--- src/rtl/dp_alu_pkg.sv ---
package dp_alu_pkg;

    typedef enum logic [3:0] {
        OP_AND = 4'h0, OP_EOR = 4'h1, OP_SUB = 4'h2, OP_RSB = 4'h3,
        OP_ADD = 4'h4, OP_ADC = 4'h5, OP_SBC = 4'h6, OP_RSC = 4'h7,
        OP_TST = 4'h8, OP_TEQ = 4'h9, OP_CMP = 4'hA, OP_CMN = 4'hB,
        OP_ORR = 4'hC, OP_MOV = 4'hD, OP_BIC = 4'hE, OP_MVN = 4'hF
    } alu_op_e;

    typedef enum logic [2:0] {
        LF_AND, LF_XOR, LF_OR, LF_PASS, LF_CLEAR, LF_NOT
    } logic_fn_e;

    typedef enum logic [1:0] {
        CIN_ZERO, CIN_ONE, CIN_FLAG
    } cin_sel_e;

    typedef struct packed {
        logic n;
        logic z;
        logic c;
        logic v;
    } flags_t;

    typedef struct packed {
        logic      is_logic;
        logic      is_test;
        logic      swap;
        logic      invert;
        cin_sel_e  cin;
        logic_fn_e lfn;
    } alu_ctl_t;

endpackage

--- src/rtl/dp_alu_decode.sv ---
module dp_alu_decode
    import dp_alu_pkg::*;
(
    input  logic [3:0] op_code,
    output alu_ctl_t   ctl
);

    always_comb begin
        ctl          = '0;
        ctl.cin      = CIN_ZERO;
        ctl.lfn      = LF_AND;
        ctl.is_test  = (op_code[3:2] == 2'b10);
        case (alu_op_e'(op_code))
            OP_AND, OP_TST: begin ctl.is_logic = 1'b1; ctl.lfn = LF_AND;   end
            OP_EOR, OP_TEQ: begin ctl.is_logic = 1'b1; ctl.lfn = LF_XOR;   end
            OP_ORR:         begin ctl.is_logic = 1'b1; ctl.lfn = LF_OR;    end
            OP_MOV:         begin ctl.is_logic = 1'b1; ctl.lfn = LF_PASS;  end
            OP_BIC:         begin ctl.is_logic = 1'b1; ctl.lfn = LF_CLEAR; end
            OP_MVN:         begin ctl.is_logic = 1'b1; ctl.lfn = LF_NOT;   end
            OP_SUB, OP_CMP: begin ctl.invert = 1'b1; ctl.cin = CIN_ONE;  end
            OP_RSB:         begin ctl.invert = 1'b1; ctl.swap = 1'b1; ctl.cin = CIN_ONE; end
            OP_ADD, OP_CMN: begin ctl.cin = CIN_ZERO; end
            OP_ADC:         begin ctl.cin = CIN_FLAG; end
            OP_SBC:         begin ctl.invert = 1'b1; ctl.cin = CIN_FLAG; end
            OP_RSC:         begin ctl.invert = 1'b1; ctl.swap = 1'b1; ctl.cin = CIN_FLAG; end
            default:        begin ctl.is_logic = 1'b1; end
        endcase
    end

endmodule

--- src/rtl/dp_alu_datapath.sv ---
module dp_alu_datapath
    import dp_alu_pkg::*;
#(
    parameter int W = 32
) (
    input  alu_ctl_t     ctl,
    input  logic [W-1:0] a,
    input  logic [W-1:0] b,
    input  logic         old_c,
    output logic [W-1:0] res,
    output logic         carry,
    output logic         ovf
);

    localparam int SW = W + 1;

    logic [W-1:0]  x_op;
    logic [W-1:0]  y_op;
    logic          cin_bit;
    logic [SW-1:0] sum_w;
    logic [W-1:0]  arith_res;
    logic [W-1:0]  logic_res;

    always_comb begin
        x_op = ctl.swap ? b : a;
        y_op = ctl.swap ? a : b;
        if (ctl.invert) y_op = ~y_op;
        case (ctl.cin)
            CIN_ZERO: cin_bit = 1'b0;
            CIN_ONE:  cin_bit = 1'b1;
            default:  cin_bit = old_c;
        endcase
        sum_w     = {1'b0, x_op} + {1'b0, y_op} + {{W{1'b0}}, cin_bit};
        arith_res = sum_w[W-1:0];
        carry     = sum_w[W];
        ovf       = (x_op[W-1] ^ arith_res[W-1]) & (y_op[W-1] ^ arith_res[W-1]);
        case (ctl.lfn)
            LF_AND:   logic_res = a & b;
            LF_XOR:   logic_res = a ^ b;
            LF_OR:    logic_res = a | b;
            LF_PASS:  logic_res = b;
            LF_CLEAR: logic_res = a & ~b;
            default:  logic_res = ~b;
        endcase
        res = ctl.is_logic ? logic_res : arith_res;
    end

endmodule

--- src/rtl/dp_alu_flagreg.sv ---
module dp_alu_flagreg
    import dp_alu_pkg::*;
(
    input  logic   clk,
    input  logic   rst_n,
    input  logic   upd,
    input  logic   restore,
    input  flags_t fresh,
    input  flags_t saved,
    output flags_t flags_o
);

    typedef struct packed {
        flags_t flags;
    } st_t;

    st_t st_d;
    st_t st_q;

    always_comb begin
        st_d = st_q;
        if (restore)  st_d.flags = saved;
        else if (upd) st_d.flags = fresh;
    end

    always_ff @(posedge clk or negedge rst_n) begin
        if (!rst_n) st_q <= '0;
        else        st_q <= st_d;
    end

    assign flags_o = st_q.flags;


    restore_load_chk: assert property (@(posedge clk) disable iff (!rst_n)
        restore |=> (flags_o == $past(saved)));


    hold_chk: assert property (@(posedge clk) disable iff (!rst_n)
        (!upd && !restore) |=> $stable(flags_o));

endmodule

--- src/rtl/dp_alu.sv ---
module dp_alu
    import dp_alu_pkg::*;
#(
    parameter int W      = 32,
    parameter int IDX_W  = 4,
    parameter int PC_IDX = 15
) (
    input  logic             clk,
    input  logic             rst_n,
    input  logic [3:0]       op_code,
    input  logic [W-1:0]     opnd_a,
    input  logic [W-1:0]     opnd_b,
    input  logic             shift_carry,
    input  logic             set_flags,
    input  logic [IDX_W-1:0] dest_idx,
    input  logic [3:0]       saved_flags,
    output logic [W-1:0]     result,
    output logic             dest_we,
    output logic             flush_req,
    output logic             restore_req,
    output logic [3:0]       flags
);

    localparam logic [IDX_W-1:0] PC_SEL = IDX_W'(PC_IDX);

    typedef struct packed {
        logic   we;
        logic   flush;
        logic   restore;
        logic   upd;
        flags_t fresh;
    } out_t;

    alu_ctl_t     ctl;
    logic [W-1:0] dp_res;
    logic         dp_carry;
    logic         dp_ovf;
    flags_t       cur_flags;
    out_t         out_d;

    dp_alu_decode u_decode (
        .op_code (op_code),
        .ctl     (ctl)
    );

    dp_alu_datapath #(.W(W)) u_datapath (
        .ctl   (ctl),
        .a     (opnd_a),
        .b     (opnd_b),
        .old_c (cur_flags.c),
        .res   (dp_res),
        .carry (dp_carry),
        .ovf   (dp_ovf)
    );

    always_comb begin
        out_d         = '0;
        out_d.we      = !ctl.is_test;
        out_d.flush   = out_d.we && (dest_idx == PC_SEL);
        out_d.restore = out_d.flush && set_flags;
        out_d.upd     = ctl.is_test || (set_flags && !out_d.restore);
        out_d.fresh.n = dp_res[W-1];
        out_d.fresh.z = (dp_res == '0);
        out_d.fresh.c = ctl.is_logic ? shift_carry : dp_carry;
        out_d.fresh.v = ctl.is_logic ? cur_flags.v : dp_ovf;
    end

    dp_alu_flagreg u_flagreg (
        .clk     (clk),
        .rst_n   (rst_n),
        .upd     (out_d.upd),
        .restore (out_d.restore),
        .fresh   (out_d.fresh),
        .saved   (flags_t'(saved_flags)),
        .flags_o (cur_flags)
    );

    assign result      = dp_res;
    assign dest_we     = out_d.we;
    assign flush_req   = out_d.flush;
    assign restore_req = out_d.restore;
    assign flags       = cur_flags;


    test_no_write_chk: assert property (@(posedge clk) disable iff (!rst_n)
        (op_code[3:2] == 2'b10) |-> !dest_we);


    flush_pc_chk: assert property (@(posedge clk) disable iff (!rst_n)
        flush_req |-> (dest_we && dest_idx == PC_SEL));


    test_updates_chk: assert property (@(posedge clk) disable iff (!rst_n)
        (op_code[3:2] == 2'b10) |=> (flags[3] == $past(result[W-1])));


    logic_keeps_v_chk: assert property (@(posedge clk) disable iff (!rst_n)
        (ctl.is_logic && !restore_req) |=> $stable(flags[0]));

endmodule

--- config.mk ---
export PLATFORM = sky130hd
export DESIGN_NAME = dp_alu
export DESIGN_NICKNAME = d
export VERILOG_FILES = /design/src/rtl/dp_alu_pkg.sv /design/src/rtl/dp_alu_decode.sv /design/src/rtl/dp_alu_datapath.sv /design/src/rtl/dp_alu_flagreg.sv /design/src/rtl/dp_alu.sv
export SDC_FILE = /design/constraint.sdc
export NUM_CORES = 1
export LEC_CHECK = 0
export BUFFER_PORTS_ARGS = -buffer_cell sky130_fd_sc_hd__buf_2
export CAP_MARGIN = 20
export CORE_MARGIN = 4
export CORE_UTILIZATION = 53
export CTS_CLUSTER_DIAMETER = 150
export DETAILED_ROUTE_END_ITERATION = 6
export PLACE_DENSITY_LB_ADDON = 0.15
export REMOVE_ABC_BUFFERS = 1
export SYNTH_ARGS = -nofsm -noshare
export SYNTH_HDL_FRONTEND = slang
export SYNTH_SLANG_ARGS = --single-unit
--- constraint.sdc ---
create_clock -name clk -period 10.6 [get_ports clk]
set_input_delay 1.06 -clock clk [delete_from_list [all_inputs] [get_ports clk]]
set_output_delay 1.06 -clock clk [all_outputs]
set_load 0.01 [all_outputs]
Word-level counts from Yosys, hierarchy flattened
Cells that the tools add are included.
{"block": "word_totals", "in_bits": 80, "reg_bits": 4}
{"block": "classes", "reduce_logical": 18, "n_eq_ne": 21, "n_addsub": 2, "bitwise": 9, "muxes": 15}
{"cell": "$pmux 32 s5", "n": 1}
{"cell": "$mux 32", "n": 4}
{"cell": "$and 32x32->32", "n": 2}
{"cell": "$not 32->32", "n": 2}
{"cell": "$add 32x32->33", "n": 1}
{"cell": "$add 33x1->33", "n": 1}
{"cell": "$eq 4x4->1 const B", "n": 8}
{"cell": "$logic_not 32->1", "n": 1}
{"cell": "$or 32x32->32", "n": 1}
{"cell": "$xor 32x32->32", "n": 1}
{"cell": "$pmux 3 s5", "n": 1}
{"cell": "$eq 4x3->1 const B", "n": 3}
{"cell": "$eq 4x2->1 const B", "n": 2}
{"cell": "$mux 4", "n": 2}
{"cell": "$reduce_or 8->1", "n": 1}
{"cell": "$eq 3x2->1 const B", "n": 2}
{"cell": "$reduce_or 3->1", "n": 2}
{"cell": "$mux 1", "n": 5}
{"cell": "$reduce_or 5->1", "n": 1}
{"cell": "$eq 4x1->1 const B", "n": 1}
{"cell": "$logic_not 4->1", "n": 1}
{"cell": "$pmux 2 s2", "n": 1}
{"cell": "$reduce_or 2->1", "n": 2}
{"cell": "$eq 3x1->1 const B", "n": 1}
{"cell": "other kinds (14)", "n": 18}

Logic depth before layout (Yosys ltp)
{"block": "depth", "word_depth": 13, "ltp_mapped": 24, "mapped_depth_nobuf": 18}

Cells and area by module
Synthesis repeated with hierarchy kept, for this count alone.
{"block": "hier_totals", "cells_unflattened": 815, "area_unflattened_um2": 5302.6}
{"mod": "dp_alu_datapath", "instances": 1, "seq_area_each_um2": 0.0, "cells_per_inst": 764, "area_per_inst_um2": 4916.0}
{"mod": "dp_alu_flagreg", "instances": 1, "seq_area_each_um2": 100.1, "cells_per_inst": 17, "area_per_inst_um2": 186.4}
{"mod": "dp_alu", "instances": 1, "seq_area_each_um2": 0.0, "cells_per_inst": 19, "area_per_inst_um2": 122.6}
{"mod": "dp_alu_decode", "instances": 1, "seq_area_each_um2": 0.0, "cells_per_inst": 15, "area_per_inst_um2": 77.6}

Worst setup path after synthesis
No wires, ideal clock.
{"block": "synth_timing", "kind": "input to register", "start": "input op_code[0]", "end": "register u_flagreg.st_q (netlist bit u_flagreg.flags_o[2])", "arrival_ps": 6938, "cell_stages": 24, "required_time_ps": 10507, "slack_ps": 3569, "path_cell_list": "buf_2 > buf_2 > buf_2 > buf_1 > buf_1 > nand3_1 > clkbuf_1 > clkbuf_1 > clkbuf_1 > nand2_1 > o21ai_0 > fa_1 > fa_1 > a21o_1 > a221o_2 > o2bb2ai_2 > or3_1 > a21oi_1 > nor2_1 > nor4_1 > or4b_1 > or4_1 > or4_1 > o31ai_2"}
{"block": "synth_via", "elab_chain_len": 12, "word_cells_on_any_way": 44, "classes_between": "add/sub (2); eq/ne (18); mux (13); bitwise (1); reduce/logical (10)"}
{"item": "start: declaration", "line_no": "dp_alu.sv:10", "rtl": "input logic [3:0] op_code,"}
{"item": "$eq 4x2->1 / $eq 4x3->1 (equally long branches)", "line_no": "dp_alu_decode.sv:13", "rtl": "case (alu_op_e'(op_code))"}
{"item": "$reduce_or 2->1 (no line)"}
{"item": "$mux 1", "line_no": "dp_alu_decode.sv:13"}
{"item": "$mux 32", "line_no": "dp_alu_datapath.sv:26", "rtl": "y_op = ctl.swap ? a : b;"}
{"item": "$not 32->32", "line_no": "dp_alu_datapath.sv:27", "rtl": "if (ctl.invert) y_op = ~y_op;"}
{"item": "$mux 32", "line_no": "dp_alu_datapath.sv:27"}
{"item": "$add 32x32->33", "line_no": "dp_alu_datapath.sv:33", "rtl": "sum_w = {1'b0, x_op} + {1'b0, y_op} + {{W{1'b0}}, cin_bit};"}
{"item": "$add 33x1->33", "line_no": "dp_alu_datapath.sv:33"}
{"item": "$mux 32 (*)", "line_no": "dp_alu_datapath.sv:45", "rtl": "res = ctl.is_logic ? logic_res : arith_res;"}
{"item": "via result[14]", "line_no": "dp_alu.sv:17", "rtl": "output logic [W-1:0] result,"}
{"item": "$logic_not 32->1 (*)", "line_no": "dp_alu.sv:63", "rtl": "out_d.fresh.z = (dp_res == '0);"}
{"item": "$mux 4 (*)", "line_no": "dp_alu_flagreg.sv:23", "rtl": "else if (upd) st_d.flags = fresh;"}
{"item": "$mux 4 (*)", "line_no": "dp_alu_flagreg.sv:22", "rtl": "if (restore) st_d.flags = saved;"}
{"item": "end signal: assignment", "line_no": "dp_alu_flagreg.sv:28", "rtl": "else st_q <= st_d;"}
{"item": "end: declaration", "line_no": "dp_alu_flagreg.sv:18", "rtl": "st_t st_q;"}
The timed path passes the listed nets; every way through them passes the cells marked *. The select of a mux whose other input is x is not followed.
A chain may end at the register's enable or synchronous reset.

Final worst setup path
{"block": "layout_timing", "start": "input op_code[3]", "end": "output result[31]"}
{"block": "layout_via", "elab_chain_len": 9, "word_cells_on_any_way": 41, "classes_between": "add/sub (2); eq/ne (18); mux (11); bitwise (1); reduce/logical (9)"}
{"item": "$eq 4x2->1 / $eq 4x3->1 (equally long branches)", "line_no": "dp_alu_decode.sv:13"}
{"item": "$reduce_or 2->1 (no line)"}
{"item": "$mux 1", "line_no": "dp_alu_decode.sv:13"}
{"item": "$mux 32", "line_no": "dp_alu_datapath.sv:26"}
{"item": "$not 32->32", "line_no": "dp_alu_datapath.sv:27"}
{"item": "$mux 32", "line_no": "dp_alu_datapath.sv:27"}
{"item": "$add 32x32->33", "line_no": "dp_alu_datapath.sv:33"}
{"item": "$add 33x1->33", "line_no": "dp_alu_datapath.sv:33"}
{"item": "$mux 32 (*)", "line_no": "dp_alu_datapath.sv:45"}
{"item": "end: declaration", "line_no": "dp_alu.sv:17"}
Every way passes the cells marked *; elsewhere a longest branch is shown, timed or not.

==> flow_summary_export.csv <==
group,metric,value,unit
run_status,status,"completed",
synth,synth-seq-area-share,1.819,%
pwr,power_density,90.69,mW/mm^2
finish,multiInputGateArea,0.004876,sq mm
sta,tightest_slew,0.9147,ns
worst_setup_path,path_cells,"buf_2 -> inv_1 -> nand3_4 -> buf_4 -> nor2_1 -> a21oi_1 -> xor2_1 -> ha_1 -> a21o_1 -> a31o_2 -> o21ai_1 -> a32oi_1 -> a21boi_2 -> o31ai_1 -> a31oi_1 -> mux2i_1 -> a31oi_1 -> buf_2",
finish,area_delta_synth_final,11.53,%
global_routing,antenna_found_initial,0,
synth,synth-xor-area-share,8.752,%
global_routing,track_usage,29.71,%
synth,synthAdderAreaFrac,15.05,%
global_routing,grt_pass1_vias,5858,
clock_network,post_cts_buffers,0,
place,hpwl,13850,microns
worst_setup_path,worstPathRequired,9.54,ns
synth,syn_avg_cell_area,6.283,sq um
clock_network,clock_sinks,4,
synth,synth_edf_count,0,
sta,slew_headroom,38.89,%
floorplanning,std_cell_rows,36,
synth,synth_ff_type,"dfrtp_1",
sta,rsz0062_at_grt,"false",
synth,synth.area.mux_share,2.978,%
route,drc,0,
place,dp.cells,1080,
floorplanning,initial_core_util,55.29,%
synth,ys_seq_elements,4,
clock_network,cts_max_level,1,
place,port_buffers,118,
sta,period_minus_slack,7.086,ns
finish,fin_util,61.66,%
floorplanning,fp.dieW,109.9,microns
global_routing,overflow,0,
worst_setup_path,critPathCaptureType,"output port",
clock_network,hold_buffers,0,
synth,yosysUniqueCellTypes,76,
worst_setup_path,worst-path-stages,18,
floorplanning,dieArea,0.01208,sq mm
finish,diodes,0,
route,vias,6767,
finish,stdcell_area,0.006138,sq mm
finish,largest_reg_flops,4,
worst_hold_path,timing.hold.worst_path_depth,1,
sta,fin_setup_tns,0,ns
run,maxCapViolCount,0,
finish,fin_nets,1097,
synth,synth_compound_area_share,40.87,%
synth,yosys_warnings,0,
clock_network,clk_latency,0.22,ns
floorplanning,io-pin-count,119,
pwr,peakVddDrop,0.05931,mV
worst_setup_path,crit_family,"compound AO/OA/AOI/OAI gates",
worst_setup_path,max_stage_delay,0.65,ns
place,dp_slack,3.596,ns
clock_network,clockRootBuffer,"clkbuf_8",
clock_network,tritoncts,"yes",
clock_network,ctsLongestPathBuffers,2,
sta,hold_viol,0,
worst_setup_path,worstSetupPathType,"input pin to output port",
synth,synth_top_cell_by_area,"ha_1",
worst_hold_path,hold_path_end,"u_flagreg.flags_o[3]$_DFFE_PN0P_",
finish,fill_cells,1037,
route,avgRoutedWirePerCell,17.22,microns
worst_setup_path,cp_max_fo,80,
clock_network,numCtsBuffers,3,
finish,finalNonFillerCells,1083,
place,placedInstanceArea,0.006097,sq mm
synth,yosysTopAreaCellShare,14.32,%
finish,ff_latch_area,100.1,sq um
sta,finalSetupViolations,0,
clock_network,clk_pin_slew,0.03,ns
worst_hold_path,min_path_type,"register to register",
synth,syn-instance-count,876,
worst_setup_path,reg2reg_depth,16,
global_routing,grt_pass1_wl,29280,microns
sta,final.setup_skew,0.0003850,ns
sta,fmax,0.1411,GHz
route,routed_via_density,6.248,
synth,yosys-top-cells-area,"ha_1 (14%), o21ai_0 (9.6%), a21oi_1 (8.8%), nand2_1 (6.5%), nor2_1 (5.5%)",
route,wirelength,18650,microns
synth,async_flop_share,100.0,%
global_routing,grt_max_degree,81,
sta,fin_crit_sh,66.85,%
route,ant_nets,0,
worst_setup_path,crit_arrival,6.03,ns
pwr,p_leak,2.982,nW
floorplanning,chipHeight,109.9,microns
sta,fin_ws,3.514,ns
clock_network,cts-resized-gates,0,
worst_setup_path,critPathLaunchType,"input pin",
finish,layout-drive-gt1-share,16.11,%
synth,syn-cell-area,0.005504,sq mm
place,gp_congestion,0.9594,
floorplanning,core_area,0.009955,sq mm
worst_hold_path,min_from,"u_flagreg.flags_o[3]$_DFFE_PN0P_",
worst_setup_path,r2r_setup_slack,5.19,ns
worst_setup_path,path_buf_inv,4,
route,drtIter0Drc,781,
route,drt_pass1_iterations,7,
synth,synth_top_family_by_area,"compound AO/OA/AOI/OAI gates",
worst_setup_path,r2r_start,"u_flagreg.flags_o[1]$_DFFE_PN0P_",
worst_setup_path,slowest_stage,"buf_4",
sta,maxSlewViolCount,0,
worst_setup_path,r2r-end,"u_flagreg.flags_o[2]$_DFFE_PN0P_",
synth,yosys.area_share.simple,20.46,%
## area by class of cell
class / count / share of cell area, %
multi-input cells: 738 / 79.43
repair buffers: 128 / 10.84
inverters: 77 / 4.709
well taps: 133 / 2.711
flip-flops and latches: 4 / 1.631
clock buffers: 3 / 0.6726
## report_power, final
group | internal (mW) | switching, mW | total, mW
combinational | 0.201 | 0.302 | 0.503
clock | 0.0242 | 0.00757 | 0.0317
sequential | 0.0184 | 0.00307 | 0.0215
total | 0.244 | 0.313 | 0.557
## how the worst max path moves through the flow
stage | startpoint | to | slack [ns]
global route | op_code[3] | result[31] | 3.20
finish | op_code[3] | result[31] | 3.51
floorplan | op_code[0] | u_flagreg.flags_o[2]$_DFFE_PN0P_ | 1.95
detailed placement | op_code[2] | u_flagreg.flags_o[2]$_DFFE_PN0P_ | 3.60
CTS | op_code[3] | result[31] | 3.62
global placement | op_code[0] | u_flagreg.flags_o[2]$_DFFE_PN0P_ | 3.68
## cell usage after synthesis, types with 4 or more instances
| master | instances |
|---|---|
| o21ai_0 | 106 |
| a21oi_1 | 97 |
| nand2_1 | 96 |
| nor2_1 | 81 |
| inv_1 | 76 |
| ha_1 | 63 |
| clkbuf_1 | 34 |
| xor2_1 | 33 |
| xnor2_1 | 22 |
| a21o_1 | 17 |
| o211ai_1 | 17 |
| buf_2 | 13 |
| mux2i_1 | 13 |
| a22oi_1 | 12 |
| nand4_1 | 12 |
| nand3_1 | 11 |
| a22o_1 | 9 |
| nor3_1 | 9 |
| o21bai_1 | 9 |
| o31ai_1 | 9 |
| nor2b_1 | 8 |
| a31oi_1 | 7 |
| o32ai_1 | 7 |
| a2111oi_0 | 6 |
| a222oi_1 | 6 |
| a32oi_1 | 6 |
| a211oi_1 | 5 |
| buf_1 | 5 |
| a221oi_1 | 4 |
| and3_1 | 4 |
| dfrtp_1 | 4 |
| o21a_1 | 4 |
## logic make-up after synthesis
family,after synthesis
XOR/XNOR,55
buffers and inverters,134
multiplexers,16
AND/OR/NAND/NOR,250
adder cells (fa/ha/maj),65
AO/OA/AOI/OAI,352
flip-flops,4
## routing by layer
layer  global-route usage [%]  vias up  wire [microns]
met4                    6.411        0             382
met3                    2.819       32            2140
met1                    43.26     3029            8221
met5                        0        -               0
li1                         -     3342               -
met2                    47.05      364            7908
## metrics by stage
step	total power [mW]	hold WS, ns
final	0.5567	0.5065
after global routing	0.6110	0.5190
after CTS	0.5483	0.5118
after detailed placement	0.5129	0.5052
after global placement	0.5109	0.4860
after floorplan	0.3617	0.5500
## placed cells by master (no fill, tap or decap), types with 10 or more instances in the layout
master	instances
a21o_1	17
a21oi_1	97
a22oi_1	12
buf_2	118
buf_4	10
ha_1	63
inv_1	76
mux2i_1	13
nand2_1	96
nand3_1	10
nand4_1	12
nor2_1	80
o211ai_1	17
o21ai_0	105
xnor2_1	22
xor2_1	33
Note: power is estimated with default switching activity, not from simulation.
